### config.mk
export PLATFORM = sky130hd
export DESIGN_NAME = meter_value_parser
export DESIGN_NICKNAME = d
export VERILOG_FILES = /design/src/rtl/mvp_pkg.sv /design/src/rtl/mvp_framer.sv /design/src/rtl/mvp_accum.sv /design/src/rtl/mvp_result.sv /design/src/rtl/meter_value_parser.sv
export SDC_FILE = /design/constraint.sdc
export NUM_CORES = 1
export LEC_CHECK = 0
export BUFFER_PORTS_ARGS = -buffer_cell sky130_fd_sc_hd__buf_4
export CORE_ASPECT_RATIO = 1.4
export CORE_UTILIZATION = 40
export CTS_CLUSTER_SIZE = 14
export DETAILED_ROUTE_END_ITERATION = 8
export GPL_TIMING_DRIVEN = 0
export PLACE_DENSITY_LB_ADDON = 0.25
export RECOVER_POWER = 100
export SETUP_SLACK_MARGIN = 0.02
export SLEW_MARGIN = 20
export SYNTH_ARGS = -nofsm -noshare
export SYNTH_HDL_FRONTEND = slang
export SYNTH_SLANG_ARGS = --single-unit
### constraint.sdc
create_clock -name clk -period 3.83 [get_ports clk]
set_input_delay 0.766 -clock clk [delete_from_list [all_inputs] [get_ports clk]]
set_output_delay 0.766 -clock clk [all_outputs]
set_load 0.01 [all_outputs]
### src/rtl/mvp_pkg.sv
package mvp_pkg;

    localparam int EXP_MAG_W = 6;
    localparam int EXP_S_W   = EXP_MAG_W + 1;

    typedef enum logic [1:0] {
        ST_IDLE    = 2'd0,
        ST_SIGNEXP = 2'd1,
        ST_MANT    = 2'd2,
        ST_DONE    = 2'd3
    } pstate_t;

    typedef struct packed {
        logic                 mant_neg;
        logic                 exp_neg;
        logic [EXP_MAG_W-1:0] mag;
    } sexp_t;

    function automatic logic [EXP_S_W-1:0] signed_exp(input sexp_t s);
        logic [EXP_S_W-1:0] wide;
        wide = {1'b0, s.mag};
        return s.exp_neg ? (~wide + 1'b1) : wide;
    endfunction

endpackage

### src/rtl/mvp_framer.sv
module mvp_framer #(
    parameter int MAX_BYTES = 4
) (
    input  logic                 clk,
    input  logic                 rst,
    input  logic                 abort_i,
    input  logic                 in_valid,
    input  logic [7:0]           in_byte,
    output mvp_pkg::pstate_t     state_o,
    output logic                 take_sexp_o,
    output logic                 take_mant_o,
    output logic                 last_mant_o,
    output logic                 err_o
);
    import mvp_pkg::*;

    localparam int         CNT_W   = $clog2(MAX_BYTES + 1);
    localparam logic [7:0] MAX_LEN = 8'(MAX_BYTES);

    pstate_t          state_q;
    logic [CNT_W-1:0] remain_q;
    logic             err_q;
    logic             len_ok;
    logic             want_len;

    assign len_ok   = (in_byte != 8'd0) && (in_byte <= MAX_LEN);
    assign want_len = (state_q == ST_IDLE) || (state_q == ST_DONE);

    assign take_sexp_o = in_valid && !abort_i && (state_q == ST_SIGNEXP);
    assign take_mant_o = in_valid && !abort_i && (state_q == ST_MANT);
    assign last_mant_o = take_mant_o && (remain_q == CNT_W'(1));

    always_ff @(posedge clk) begin
        if (rst) begin
            state_q  <= ST_IDLE;
            remain_q <= '0;
            err_q    <= 1'b0;
        end else if (abort_i) begin
            state_q  <= ST_IDLE;
            remain_q <= '0;
        end else begin
            case (state_q)
                ST_IDLE, ST_DONE: begin
                    state_q <= ST_IDLE;
                    if (in_valid) begin
                        if (len_ok) begin
                            state_q  <= ST_SIGNEXP;
                            remain_q <= CNT_W'(in_byte);
                        end else begin
                            err_q <= 1'b1;
                        end
                    end
                end
                ST_SIGNEXP: begin
                    if (in_valid) state_q <= ST_MANT;
                end
                ST_MANT: begin
                    if (in_valid) begin
                        remain_q <= remain_q - CNT_W'(1);
                        if (remain_q == CNT_W'(1)) state_q <= ST_DONE;
                    end
                end
                default: state_q <= ST_IDLE;
            endcase
        end
    end

    assign state_o = state_q;
    assign err_o   = err_q;

endmodule

### src/rtl/mvp_accum.sv
module mvp_accum #(
    parameter int MANT_W = 32
) (
    input  logic              clk,
    input  logic              rst,
    input  logic              clear_i,
    input  logic              shift_i,
    input  logic [7:0]        in_byte,
    output logic [MANT_W-1:0] acc_next_o
);
    logic [MANT_W-1:0] acc_q;

    assign acc_next_o = {acc_q[MANT_W-9:0], in_byte};

    always_ff @(posedge clk) begin
        if (rst || clear_i) acc_q <= '0;
        else if (shift_i)   acc_q <= acc_next_o;
    end

endmodule

### src/rtl/mvp_result.sv
module mvp_result #(
    parameter int MANT_W = 32
) (
    input  logic                            clk,
    input  logic                            rst,
    input  logic                            take_sexp_i,
    input  logic                            capture_i,
    input  logic [7:0]                      in_byte,
    input  logic [MANT_W-1:0]               mant_i,
    output logic [MANT_W-1:0]               mant_o,
    output mvp_pkg::sexp_t                  sexp_o,
    output logic [MANT_W:0]                 mant_s_o,
    output logic [mvp_pkg::EXP_S_W-1:0]     exp_s_o
);
    import mvp_pkg::*;

    sexp_t             stage_q;
    sexp_t             sexp_q;
    logic [MANT_W-1:0] mant_q;
    logic [MANT_W:0]   mant_s_q;
    logic [EXP_S_W-1:0] exp_s_q;
    logic [MANT_W:0]   wide;

    assign wide = {1'b0, mant_i};

    always_ff @(posedge clk) begin
        if (rst) begin
            stage_q  <= '0;
            sexp_q   <= '0;
            mant_q   <= '0;
            mant_s_q <= '0;
            exp_s_q  <= '0;
        end else begin
            if (take_sexp_i) stage_q <= sexp_t'(in_byte);
            if (capture_i) begin
                sexp_q   <= stage_q;
                mant_q   <= mant_i;
                mant_s_q <= stage_q.mant_neg ? (~wide + 1'b1) : wide;
                exp_s_q  <= signed_exp(stage_q);
            end
        end
    end

    assign mant_o   = mant_q;
    assign sexp_o   = sexp_q;
    assign mant_s_o = mant_s_q;
    assign exp_s_o  = exp_s_q;

endmodule

### src/rtl/meter_value_parser.sv
module meter_value_parser #(
    parameter int MAX_BYTES = 4
) (
    input  logic                        clk,
    input  logic                        rst,
    input  logic                        abort_i,
    input  logic                        in_valid,
    input  logic [7:0]                  in_byte,
    output logic                        done_o,
    output logic                        err_o,
    output logic [8*MAX_BYTES-1:0]      mant_o,
    output logic                        mant_neg_o,
    output logic                        exp_neg_o,
    output logic [5:0]                  exp_mag_o,
    output logic [8*MAX_BYTES:0]        mant_s_o,
    output logic [6:0]                  exp_s_o
);
    import mvp_pkg::*;

    localparam int MANT_W = 8 * MAX_BYTES;

    pstate_t           state;
    logic              take_sexp;
    logic              take_mant;
    logic              last_mant;
    logic [MANT_W-1:0] acc_next;
    sexp_t             sexp;

    mvp_framer #(.MAX_BYTES(MAX_BYTES)) u_framer (
        .clk         (clk),
        .rst         (rst),
        .abort_i     (abort_i),
        .in_valid    (in_valid),
        .in_byte     (in_byte),
        .state_o     (state),
        .take_sexp_o (take_sexp),
        .take_mant_o (take_mant),
        .last_mant_o (last_mant),
        .err_o       (err_o)
    );

    mvp_accum #(.MANT_W(MANT_W)) u_accum (
        .clk        (clk),
        .rst        (rst),
        .clear_i    (take_sexp || abort_i),
        .shift_i    (take_mant),
        .in_byte    (in_byte),
        .acc_next_o (acc_next)
    );

    mvp_result #(.MANT_W(MANT_W)) u_result (
        .clk         (clk),
        .rst         (rst),
        .take_sexp_i (take_sexp),
        .capture_i   (last_mant),
        .in_byte     (in_byte),
        .mant_i      (acc_next),
        .mant_o      (mant_o),
        .sexp_o      (sexp),
        .mant_s_o    (mant_s_o),
        .exp_s_o     (exp_s_o)
    );

    assign done_o     = (state == ST_DONE);
    assign mant_neg_o = sexp.mant_neg;
    assign exp_neg_o  = sexp.exp_neg;
    assign exp_mag_o  = sexp.mag;

endmodule

==> flow_metrics.env <==
export IMPL_via_count=5045
export IMPL_combPwrFrac_pct=2.5
export IMPL_clk_pin_slew_ns=0.05
export IMPL_die_h_um=137
export IMPL_place_port_buffers=85
export IMPL_synth_async_sr_flop_share_pct=0
export IMPL_drt_first_pass_iters=8
export IMPL_core_area_mm2=0.0128
export IMPL_syn_to_final_growth_pct=20.3
export IMPL_synth_edf_count=0
export IMPL_synth_fp_nets=677
export IMPL_maxCapViolCount=0
export IMPL_avgViaCountPerCell=5.44
export IMPL_power_share_clock_pct=54.6
export IMPL_cp_data_required_time_ns=4.14
export IMPL_grt_pass1_vias=4783
export IMPL_cts_root_buf="clkbuf_16"
export IMPL_slowest_stage="or4b_1"
export IMPL_wl_met2_um=8010
export IMPL_cp_max_fo=10
export IMPL_drv_slew=0
export IMPL_switchingPower_uw=626
export IMPL_route_detailed_drc=4
export IMPL_slew_headroom_pct=53.3
export IMPL_hold_class="reg2reg"
export IMPL_dr_wl_met3_um=803
export IMPL_h_tree_depth=4
export IMPL_synth_cells=658
export IMPL_n_antenna_cell=0
export IMPL_ys_seq_area_share_pct=44.3
export IMPL_rsz0062_at_grt="false"
export IMPL_rows=49
export IMPL_period_share_pct=79.5
export IMPL_wl_um=15700
export IMPL_yosys_warnings=0
export IMPL_cts_sinks=116
export IMPL_violations="design-rule violations"
export IMPL_ir_worst_vdd_v=0.000266
export IMPL_switching_share_pct=22.2
export IMPL_power_leakage_nw=2.02
export IMPL_initialDrtViolationCount=370
export IMPL_grt_usage_pct=23.6
export IMPL_avgSynthCellArea_um2=7.97
export IMPL_drt_met1_wl_um=6410
export IMPL_grt_max_degree=17
export IMPL_antenna_found_initial=0
export IMPL_path_cells="clkbuf_1, inv_1, ha_1, or4b_1, or3_1, clkbuf_1, nor4_1, nor4b_1, a311o_1"
export IMPL_drtAntennaViolNets=0
export IMPL_nets=781
export IMPL_dieArea_mm2=0.0136
export IMPL_clock_path_buffers=2
export IMPL_syn_cell_area_mm2=0.00524
export IMPL_cts_tree="yes"
export IMPL_cts_buffers=17
export IMPL_insertion_delay_ns=0.42
export IMPL_drive_gt1_share_pct=6.19
export IMPL_crit_path_end_kind="register"
export IMPL_holdWs_ns=0.452
export IMPL_cts_hold_buffers=0
export IMPL_ys_types=50
export IMPL_postCtsSetupBuffers=0
export IMPL_grt_overflow=0
export IMPL_power_density_mw_per_mm2=447
export IMPL_critPathKind="in2reg"
export IMPL_routed_top_layer="met4"
export IMPL_critPathArrivalTime_ns=3.35
export IMPL_synthFlopType="dfxtp_1"
export IMPL_tightest_slew_ns=0.701
export IMPL_dp_hpwl_um=11300
export IMPL_layout_commonest_cell="nand2_1"
export IMPL_p_int_mw=2.19
export IMPL_cp_start_kind="primary input"
export IMPL_clock_fmax_mhz=328
export IMPL_layout_min_cycle_time_ns=3.04
export IMPL_hold_viol=0
export IMPL_die_w_um=98.8
export IMPL_cts_resized=0
export IMPL_max_stage_delay_ns=0.58
export IMPL_routedWlPerCell_um=16.9
export IMPL_p_seq_share_pct=42.9
export IMPL_grt_pass1_wl_um=24500
export IMPL_tns_ns=0
export IMPL_final_cell_mix="nand2_1, clkbuf_1, dfxtp_1, a21oi_1, nor2_1"
export IMPL_ios=94
export IMPL_crit_top_cell="clkbuf_1"
export IMPL_place_congestion=0.863
export IMPL_status="finished with violations"
export IMPL_setup_violations_final=0
export IMPL_synth_seq_cells=116
export IMPL_start_util_pct=40.9
export IMPL_skew_ns=0.0101
final cells by class:
cell class,instances,area [µm²]
fillers,1299,6500
well taps,153,191
repair buffers,85,334
clock buffers,19,443
plain buffers,63,270
flip-flops and latches,116,2320
inverters,10,37.5
clock inverters,13,135
multi-input cells,469,2580
state kept, by name (all words and copies together) (netlist names):
register	count
u_framer.err_o	1
u_result.exp_s_o	7
u_result.mant_s_o	33
u_framer.state_o	2
u_framer.remain_q	3
u_accum.acc_q	24
u_result.stage_q	8
u_result.sexp_o	7
u_result.mant_o	31
routing by layer:
metal / global-route usage (%) / up-vias
li1: - / 2452
met1: 26.9 / 2388
met2: 41.5 / 166
met3: 5.38 / 39
met4: 11.9 / 0
met5: 0 / -
critical path: cells and delay by family:
family | cells | cell delay, ns
compound gates | 1 | 0.33
fa+ha+maj | 1 | 0.23
buf+inv | 3 | 0.64
simple gates | 4 | 1.38
metrics by stage:
step	util, %	setup slack, ns	area [µm²]	power (mW)	instances
2_1_floorplan	-	1.07	5240	1.28	658
3_3_place_gp	47.4	0.704	6070	1.30	896
3_5_place_dp	47.4	0.724	6070	1.31	896
4_1_cts	51.9	1.16	6650	2.83	928
5_1_grt	49.2	0.624	6310	2.89	928
6_report	49.2	0.785	6310	2.82	928
Yosys cell counts (2+ instances only):
| library cell | n | area (µm²) |
|---|---|---|
| a211oi_1 | 25 | 188 |
| a21boi_0 | 2 | 15.0 |
| a21oi_1 | 84 | 420 |
| a311o_1 | 2 | 20.0 |
| a31oi_1 | 4 | 25.0 |
| and3b_1 | 2 | 17.5 |
| buf_1 | 2 | 7.51 |
| buf_2 | 2 | 10.0 |
| buf_4 | 3 | 22.5 |
| buf_6 | 3 | 33.8 |
| clkbuf_1 | 53 | 199 |
| dfxtp_1 | 116 | 2320 |
| ha_1 | 7 | 87.6 |
| inv_1 | 10 | 37.5 |
| mux2i_1 | 9 | 90.1 |
| nand2_1 | 156 | 586 |
| nand2b_1 | 6 | 37.5 |
| nand3_1 | 12 | 60.1 |
| nand3b_1 | 3 | 22.5 |
| nor2_1 | 38 | 143 |
| nor2b_1 | 9 | 56.3 |
| nor3_1 | 8 | 40.0 |
| nor3b_1 | 6 | 45.0 |
| nor4_1 | 2 | 12.5 |
| nor4_2 | 4 | 50.1 |
| nor4b_1 | 2 | 17.5 |
| o21a_1 | 2 | 15.0 |
| o21ai_0 | 10 | 50.1 |
| o21ai_1 | 2 | 10.0 |
| o22ai_1 | 8 | 50.1 |
| o311ai_0 | 2 | 17.5 |
| o31ai_1 | 6 | 45.0 |
| o41ai_1 | 4 | 35.0 |
| or2_2 | 3 | 18.8 |
| or3_1 | 7 | 43.8 |
| or4_1 | 4 | 30.0 |
| or4_4 | 2 | 22.5 |
| xnor2_1 | 4 | 35.0 |
| xor2_1 | 23 | 201 |
worst paths after layout:
kind | from | to | slack (ns) | cells after the start
setup / recovery | in_byte[0] | u_result.mant_s_o[28] | 0.79 | 9
setup reg to reg | u_framer.state_o[1] | u_result.mant_o[7] | 1.16 | 7
hold / removal | u_result.mant_o[3] | u_result.mant_o[3] | 0.45 | 2
hold reg to reg | u_result.mant_o[3] | u_result.mant_o[3] | 0.45 | 2
power by group through the flow:
stage / combinational, mW / clock [mW] / sequential, mW
final: 0.0711 / 1.54 / 1.21
after global routing: 0.0763 / 1.61 / 1.21
after CTS: 0.0714 / 1.55 / 1.21
after detailed placement: 0.0713 / 0 / 1.23
after global placement: 0.0696 / 0 / 1.23
after floorplan: 0.0438 / 0 / 1.23
cells by family (layout without fill, tap and decap cells):
logic type,count (synthesis),count (layout),synth area share (%)
multiplexers,10,10,1.93
buffers and inverters,73,190,5.92
flip-flops,116,116,44.3
adder cells (fa/ha/maj),7,7,1.67
AND/OR/NAND/NOR,269,269,23.8
XOR/XNOR,27,27,4.51
AO/OA/AOI/OAI,156,156,17.9
(Power assumes the default switching activity.)
